**config.mk**
```make
export PLATFORM = sky130hd
export DESIGN_NAME = wake_pin_ctrl
export DESIGN_NICKNAME = d
export VERILOG_FILES = /design/src/rtl/wpic_pkg.sv /design/src/rtl/wpic_sync.sv /design/src/rtl/wpic_detect.sv /design/src/rtl/wpic_regs.sv /design/src/rtl/wake_pin_ctrl.sv
export SDC_FILE = /design/constraint.sdc
export NUM_CORES = 1
export LEC_CHECK = 0
export CAP_MARGIN = 40
export CORE_ASPECT_RATIO = 0.5
export CORE_MARGIN = 3
export CORE_UTILIZATION = 45
export DETAILED_ROUTE_END_ITERATION = 10
export REMOVE_ABC_BUFFERS = 1
export SYNTH_ARGS = -nofsm -noshare
export SYNTH_HDL_FRONTEND = slang
export SYNTH_SLANG_ARGS = --single-unit
```
**constraint.sdc**
```tcl
create_clock -name clk_i -period 2.61 [get_ports clk_i]
set_clock_uncertainty 0.1 [all_clocks]
set_input_delay 0.261 -clock clk_i [delete_from_list [all_inputs] [get_ports clk_i]]
set_output_delay 0.261 -clock clk_i [all_outputs]
set_load 0.02 [all_outputs]
```
**src/rtl/wpic_pkg.sv**
```systemverilog
package wpic_pkg;
    localparam int WORD_W      = 32;
    localparam int NUM_GROUPS  = 5;
    localparam int TIMER_WORDS = 2;

    typedef enum logic [2:0] {
        GRP_ENABLE = 3'd0,
        GRP_FALL   = 3'd1,
        GRP_RISE   = 3'd2,
        GRP_POL    = 3'd3,
        GRP_STATUS = 3'd4
    } grp_e;

    typedef enum logic {
        WK_IDLE   = 1'b0,
        WK_ACTIVE = 1'b1
    } wake_state_e;

    function automatic int words_for(input int pins);
        return (pins + WORD_W - 1) / WORD_W;
    endfunction
endpackage

```
**src/rtl/wpic_sync.sv**
```systemverilog
module wpic_sync #(
    parameter int WIDTH = 8
) (
    input  logic             clk_i,
    input  logic             rst_ni,
    input  logic [WIDTH-1:0] async_i,
    output logic [WIDTH-1:0] sync_o
);
    logic [WIDTH-1:0] meta_q;
    logic [WIDTH-1:0] sync_q;

    always_ff @(posedge clk_i or negedge rst_ni) begin
        if (!rst_ni) begin
            meta_q <= '0;
            sync_q <= '0;
        end else begin
            meta_q <= async_i;
            sync_q <= meta_q;
        end
    end

    assign sync_o = sync_q;
endmodule

```
**src/rtl/wpic_detect.sv**
```systemverilog
module wpic_detect #(
    parameter int WIDTH = 8
) (
    input  logic             clk_i,
    input  logic             rst_ni,
    input  logic [WIDTH-1:0] lvl_i,
    input  logic [WIDTH-1:0] en_i,
    input  logic [WIDTH-1:0] rise_sel_i,
    input  logic [WIDTH-1:0] fall_sel_i,
    input  logic [WIDTH-1:0] pol_i,
    output logic [WIDTH-1:0] event_o
);
    logic [WIDTH-1:0] prev_q;
    logic [WIDTH-1:0] rose;
    logic [WIDTH-1:0] fell;
    logic [WIDTH-1:0] edge_mode;
    logic [WIDTH-1:0] level_hit;

    always_ff @(posedge clk_i or negedge rst_ni) begin
        if (!rst_ni) prev_q <= '0;
        else         prev_q <= lvl_i;
    end

    always_comb begin
        rose      = lvl_i & ~prev_q;
        fell      = ~lvl_i & prev_q;
        edge_mode = rise_sel_i | fall_sel_i;
        level_hit = ~(lvl_i ^ pol_i);
        event_o   = en_i & ((edge_mode & ((rise_sel_i & rose) | (fall_sel_i & fell)))
                          | (~edge_mode & level_hit));
    end

    for (genvar b = 0; b < WIDTH; b++) begin : g_chk
        assert_edge_quiet_R3: assert property (@(posedge clk_i) disable iff (!rst_ni)
            ((rise_sel_i[b] || fall_sel_i[b]) && (lvl_i[b] == prev_q[b])) |-> !event_o[b]);
    end
endmodule

```
**src/rtl/wpic_regs.sv**
```systemverilog
module wpic_regs
    import wpic_pkg::*;
#(
    parameter int PIN_COUNT = 40,
    parameter int ADDR_W    = 8
) (
    input  logic                 clk_i,
    input  logic                 rst_ni,
    input  logic [ADDR_W-1:0]    addr_i,
    input  logic                 we_i,
    input  logic [WORD_W-1:0]    wdata_i,
    output logic [WORD_W-1:0]    rdata_o,
    input  logic [PIN_COUNT-1:0] event_i,
    output logic [PIN_COUNT-1:0] en_o,
    output logic [PIN_COUNT-1:0] rise_o,
    output logic [PIN_COUNT-1:0] fall_o,
    output logic [PIN_COUNT-1:0] pol_o,
    output logic [PIN_COUNT-1:0] stat_o
);
    localparam int N       = words_for(PIN_COUNT);
    localparam int BITS    = N * WORD_W;
    localparam int CFG_GRP = NUM_GROUPS - 1;
    localparam int LIMIT   = TIMER_WORDS + NUM_GROUPS * N;

    function automatic logic [BITS-1:0] valid_mask();
        logic [BITS-1:0] m;
        for (int b = 0; b < BITS; b++) m[b] = (b < PIN_COUNT);
        return m;
    endfunction
    localparam logic [BITS-1:0] VALID = valid_mask();

    logic [WORD_W-1:0] timer_q [TIMER_WORDS];
    logic [BITS-1:0]   cfg_q [CFG_GRP];
    logic [BITS-1:0]   stat_q;
    logic [BITS-1:0]   ev_pad;
    logic [BITS-1:0]   clr_bit;
    logic [NUM_GROUPS-1:0][N-1:0] hit;
    logic [TIMER_WORDS-1:0]       thit;
    logic                          out_of_range;

    always_comb begin
        for (int t = 0; t < TIMER_WORDS; t++)
            thit[t] = (int'(addr_i) == t);
        for (int g = 0; g < NUM_GROUPS; g++)
            for (int i = 0; i < N; i++)
                hit[g][i] = (int'(addr_i) == TIMER_WORDS + g * N + i);
        out_of_range = (int'(addr_i) >= LIMIT);
        ev_pad = '0;
        ev_pad[PIN_COUNT-1:0] = event_i;
        for (int b = 0; b < BITS; b++)
            clr_bit[b] = we_i && hit[int'(GRP_STATUS)][b / WORD_W] && !wdata_i[b % WORD_W];
    end

    always_ff @(posedge clk_i or negedge rst_ni) begin
        if (!rst_ni) begin
            for (int t = 0; t < TIMER_WORDS; t++) timer_q[t] <= '0;
            for (int g = 0; g < CFG_GRP; g++)     cfg_q[g]   <= '0;
            stat_q <= '0;
        end else begin
            for (int t = 0; t < TIMER_WORDS; t++)
                if (we_i && thit[t]) timer_q[t] <= wdata_i;
            for (int g = 0; g < CFG_GRP; g++)
                for (int i = 0; i < N; i++)
                    if (we_i && hit[g][i])
                        cfg_q[g][i*WORD_W +: WORD_W] <= wdata_i & VALID[i*WORD_W +: WORD_W];
            stat_q <= (ev_pad | (stat_q & ~clr_bit)) & VALID;
        end
    end

    always_comb begin
        rdata_o = '0;
        for (int t = 0; t < TIMER_WORDS; t++)
            if (thit[t]) rdata_o = timer_q[t];
        for (int i = 0; i < N; i++) begin
            for (int g = 0; g < CFG_GRP; g++)
                if (hit[g][i]) rdata_o = cfg_q[g][i*WORD_W +: WORD_W];
            if (hit[int'(GRP_STATUS)][i]) rdata_o = stat_q[i*WORD_W +: WORD_W];
        end
    end

    assign en_o   = cfg_q[int'(GRP_ENABLE)][PIN_COUNT-1:0];
    assign fall_o = cfg_q[int'(GRP_FALL)][PIN_COUNT-1:0];
    assign rise_o = cfg_q[int'(GRP_RISE)][PIN_COUNT-1:0];
    assign pol_o  = cfg_q[int'(GRP_POL)][PIN_COUNT-1:0];
    assign stat_o = stat_q[PIN_COUNT-1:0];

    for (genvar b = 0; b < PIN_COUNT; b++) begin : g_stat_chk
        assert_status_sticky_R8: assert property (@(posedge clk_i) disable iff (!rst_ni)
            (stat_q[b] && !clr_bit[b]) |=> stat_q[b]);
        assert_event_wins_R8: assert property (@(posedge clk_i) disable iff (!rst_ni)
            ev_pad[b] |=> stat_q[b]);
        assert_no_spurious_set_R7: assert property (@(posedge clk_i) disable iff (!rst_ni)
            $rose(stat_q[b]) |-> $past(ev_pad[b]));
    end
    for (genvar g = 0; g < CFG_GRP; g++) begin : g_cfg_chk
        assert_outside_write_ignored_R10: assert property (@(posedge clk_i) disable iff (!rst_ni)
            (we_i && out_of_range) |=> $stable(cfg_q[g]));
    end
endmodule

```
**src/rtl/wake_pin_ctrl.sv**
```systemverilog
module wake_pin_ctrl
    import wpic_pkg::*;
#(
    parameter int PIN_COUNT = 40,
    parameter int ADDR_W    = 8
) (
    input  logic                 clk_i,
    input  logic                 rst_ni,
    input  logic [PIN_COUNT-1:0] pins_i,
    input  logic [ADDR_W-1:0]    addr_i,
    input  logic                 we_i,
    input  logic [31:0]          wdata_i,
    output logic [31:0]          rdata_o,
    output logic                 wake_o
);
    logic [PIN_COUNT-1:0] lvl;
    logic [PIN_COUNT-1:0] en;
    logic [PIN_COUNT-1:0] rise_sel;
    logic [PIN_COUNT-1:0] fall_sel;
    logic [PIN_COUNT-1:0] pol;
    logic [PIN_COUNT-1:0] stat;
    logic [PIN_COUNT-1:0] events;
    logic                 pending;
    wake_state_e          state_q, state_d;

    wpic_sync #(.WIDTH(PIN_COUNT)) u_sync (
        .clk_i  (clk_i),
        .rst_ni (rst_ni),
        .async_i(pins_i),
        .sync_o (lvl)
    );

    wpic_detect #(.WIDTH(PIN_COUNT)) u_detect (
        .clk_i     (clk_i),
        .rst_ni    (rst_ni),
        .lvl_i     (lvl),
        .en_i      (en),
        .rise_sel_i(rise_sel),
        .fall_sel_i(fall_sel),
        .pol_i     (pol),
        .event_o   (events)
    );

    wpic_regs #(.PIN_COUNT(PIN_COUNT), .ADDR_W(ADDR_W)) u_regs (
        .clk_i  (clk_i),
        .rst_ni (rst_ni),
        .addr_i (addr_i),
        .we_i   (we_i),
        .wdata_i(wdata_i),
        .rdata_o(rdata_o),
        .event_i(events),
        .en_o   (en),
        .rise_o (rise_sel),
        .fall_o (fall_sel),
        .pol_o  (pol),
        .stat_o (stat)
    );

    assign pending = |(stat & en);

    always_comb begin
        state_d = state_q;
        unique case (state_q)
            WK_IDLE:   if (pending)  state_d = WK_ACTIVE;
            WK_ACTIVE: if (!pending) state_d = WK_IDLE;
            default:   state_d = WK_IDLE;
        endcase
    end

    always_ff @(posedge clk_i or negedge rst_ni) begin
        if (!rst_ni) state_q <= WK_IDLE;
        else         state_q <= state_d;
    end

    always_comb begin
        wake_o = (state_q == WK_ACTIVE);
    end

    assert_wake_rises_R9: assert property (@(posedge clk_i) disable iff (!rst_ni)
        pending |=> wake_o);
    assert_wake_falls_R9: assert property (@(posedge clk_i) disable iff (!rst_ni)
        !pending |=> !wake_o);
endmodule

```
==> metrics.yaml <==
status:
  status: "completed"
floorplanning:
  die_h_um: 143.4
  row_count: 49
  core_area_um2: 36540
  dieArea_um2: 40240
  start_util: 0.4647
  io_pins: 116
  dieWidth_um: 280.7
sta:
  max_freq_mhz: 392.9
  min_period_ps: 2545
  finalCritPeriodShare: 0.9751
  relSlewSlack: 0.5807
  hold_violations: 0
  grt_setup_unrepaired: "no"
  tightestPinTransition_ps: 626.9
  slew_viol_final: 0
  setup_violations: 0
  setup_ws_ps: 65.07
global_route:
  grt_max_degree: 92
  first_global_vias: 13070
  grt_remaining_overflow: 0
  grt_use_total: 0.2531
  grt_pass1_wl_um: 77460
  antenna_found_initial: 0
drt:
  wire_per_inst_um: 23.43
  drc: 0
  routed_wirelength_um: 50700
  dr.pass1.iters: 5
  drt_first_iter_violations: 1179
  final_antenna_net_count: 0
  vias_per_cell: 5.872
  num_vias: 12710
critical_path:
  worstSetupStartpointType: "input port"
  r2r-start: "u_regs.en_o[5]$_DFFE_PN0P_"
  required_ps: 2250
  crit_fanout: 7
  arrival_ps: 2180
  path_class: "in -> out"
  r2r-end: "wake_o$_DFF_PN0_"
  r2r_cells: 5
  timing.reg2reg.setup_slack_ps: 600
  crit_path_end_kind: "primary output"
placement:
  dpl.hpwl_um: 35170
  place_congestion: 0.9852
  dpl_cell_area_um2: 19840
  place_ws_ps: -798.2
  port_buffers: 115
cts:
  clk_pin_slew_ps: 70
  worstSkewPairLatency_ps: 540
  clock-sinks: 385
  clockRootBuffer: "clkbuf_16"
  htreeDepth: 2
  cts_tree: "built"
  cts_buffers: 35
  cts_max_path_buffers: 3
job:
  drv_cap: 0
min_path:
  holdPathStages: 1
  hp-class: "in -> reg"
  hold_end: "u_sync.meta_q[26]$_DFF_PN0_"
  hold_start: "pins_i[26]"
yosys:
  syn_avg_cell_area_um2: 11.97
  synth_cells: 1419
  synth-edff-count: 0
  synth-seq-cells: 385
  syn-cell-area_um2: 16980
  yosys_warnings: 0
  netlist.area_leader.share: 0.5674
  ys_top_cells_by_area: "dfrtp_1 (57%), mux2_2 (15%), o21ai_0 (4.5%)"
  yosysSeqAreaShare: 0.5674
  synth_area_leader_cell: "dfrtp_1"
  async_flop_share: 1.000
  ys.flop_type: "dfrtp_1"
  yosysUniqueCellTypes: 61
pwr:
  ir_worst_vdd_mv: 0.3878
  cellLeakagePower_nw: 9.669
  powerDensity_nw_per_um2: 615.3
cells_and_area:
  drive_gt1_frac: 0.3196
  final_cell_mix: "dfrtp_1 (385), mux2_2 (232), o21ai_0 (145), nand2_1 (135), buf_4 (130)"
  area_growth_pct: 25.68
  fin_area_um2: 21340
  layout_commonest_cell: "dfrtp_1"
  antennaDiodeCount: 0
  n_fill_cell: 3023
  nets: 1740
-- how the worst max path moves through the flow --
stage | start | slack (ps) | end
final | addr_i[4] | 70 | rdata_o[0]
after global placement | addr_i[7] | -770 | rdata_o[11]
after floorplan | addr_i[7] | -560 | u_regs.timer_q[0]$_DFFE_PN0P_
after global routing | addr_i[4] | 5 | rdata_o[2]
after CTS | addr_i[5] | 0.4 | rdata_o[8]
after detailed placement | addr_i[7] | -800 | rdata_o[11]
-- worst max-delay path: stages --
cell,delay (ps)
clkdlybuf4s15_1,190
buf_4,150
nor4_4,250
buf_4,180
buf_4,160
buf_4,130
nand4_1,100
o211ai_1,120
o2111ai_1,180
a21oi_2,250
buf_2,200
-- final cells by class --
cell class                 count  area, um^2  area share
timing repair buffer         278        2746      0.1287
inverter                       4       15.01   0.0007036
clock inverter                10       155.1    0.007270
multi-input combinational    953        7139      0.3345
clock buffer                  50        1045     0.04896
sequential                   385        9634      0.4515
tap                          484       605.6     0.02838
-- cell families (layout without fill, tap and decap cells) --
| family | count (synthesis) | in the layout | synth area share |
|---|---|---|---|
| AO/OA/AOI/OAI | 333 | 333 | 0.1220 |
| XOR/XNOR | 40 | 40 | 0.02063 |
| buffers and inverters | 81 | 342 | 0.02284 |
| flip-flops | 385 | 385 | 0.5674 |
| multiplexers | 255 | 255 | 0.1691 |
| AND/OR/NAND/NOR | 325 | 325 | 0.09808 |
-- sequential cells by signal (all words and copies together), names as in the netlist --
register and count:
u_regs.fall_o 40, u_regs.stat_q 40, u_regs.pol_o 40, u_regs.en_o 40
wake_o 1, u_detect.prev_q 40, u_sync.sync_o 40, u_regs.timer_q 64
u_regs.rise_o 40, u_sync.meta_q 40
-- stage by stage --
| stage | hold WS (ps) | std cells | setup TNS (ps) | utilization | power, mW |
|---|---|---|---|---|---|
| finish | 59.64 | 2164 | 0 | 0.5840 | 13.13 |
| global placement | 41.79 | 2089 | -39090 | 0.5429 | 7.686 |
| floorplan | -134.6 | 1342 | -45960 | - | 6.993 |
| global route | 42.08 | 2164 | 0 | 0.5840 | 13.64 |
| detailed placement | 48.59 | 2089 | -42950 | 0.5429 | 7.729 |
| CTS | 43.46 | 2158 | 0 | 0.5807 | 13.21 |
-- power breakdown --
group	internal, mW	switching [mW]	total, mW
clock network	3.18	2.29	5.48
registers	6.26	0.269	6.53
logic	0.546	0.580	1.13
-- what timing repair did --
action                     in CTS  in global routing
setup endpoints to repair      32                 28
hold endpoints to repair      310                  0
gates resized for setup       199                 22
buffers inserted                7                  5
pin swaps                      14                 12
cloned                          1                  1
hold buffers                    1                  0
-- cell usage after synthesis (4+ instances only) --
library cell / instances
buf_6: 4
o22a_1: 14
o21ai_1: 12
nor2b_1: 22
nand3_1: 9
a22oi_1: 39
a2bb2oi_1: 15
a221oi_1: 5
nand2b_1: 4
mux2_2: 232
buf_2: 38
nand4_1: 9
a21oi_1: 27
nand2_1: 136
a32oi_1: 5
nor2_1: 34
o21ai_0: 152
dfrtp_1: 385
mux2i_1: 18
o22ai_1: 21
nor3_1: 45
a21boi_0: 14
nand3b_1: 42
clkbuf_1: 31
xor2_1: 40
-- per-layer routing --
layer | part of all wire | vias up | wire length, um | global-route usage
li1 | - | 5644 | - | -
met1 | 0.45 | 6530 | 22890 | 0.3630
met2 | 0.45 | 469 | 22620 | 0.3893
met3 | 0.085 | 64 | 4333 | 0.06769
met4 | 0.017 | 0 | 863 | 0.05514
met5 | 0 | - | 0 | 0
(Power assumes the default switching activity.)
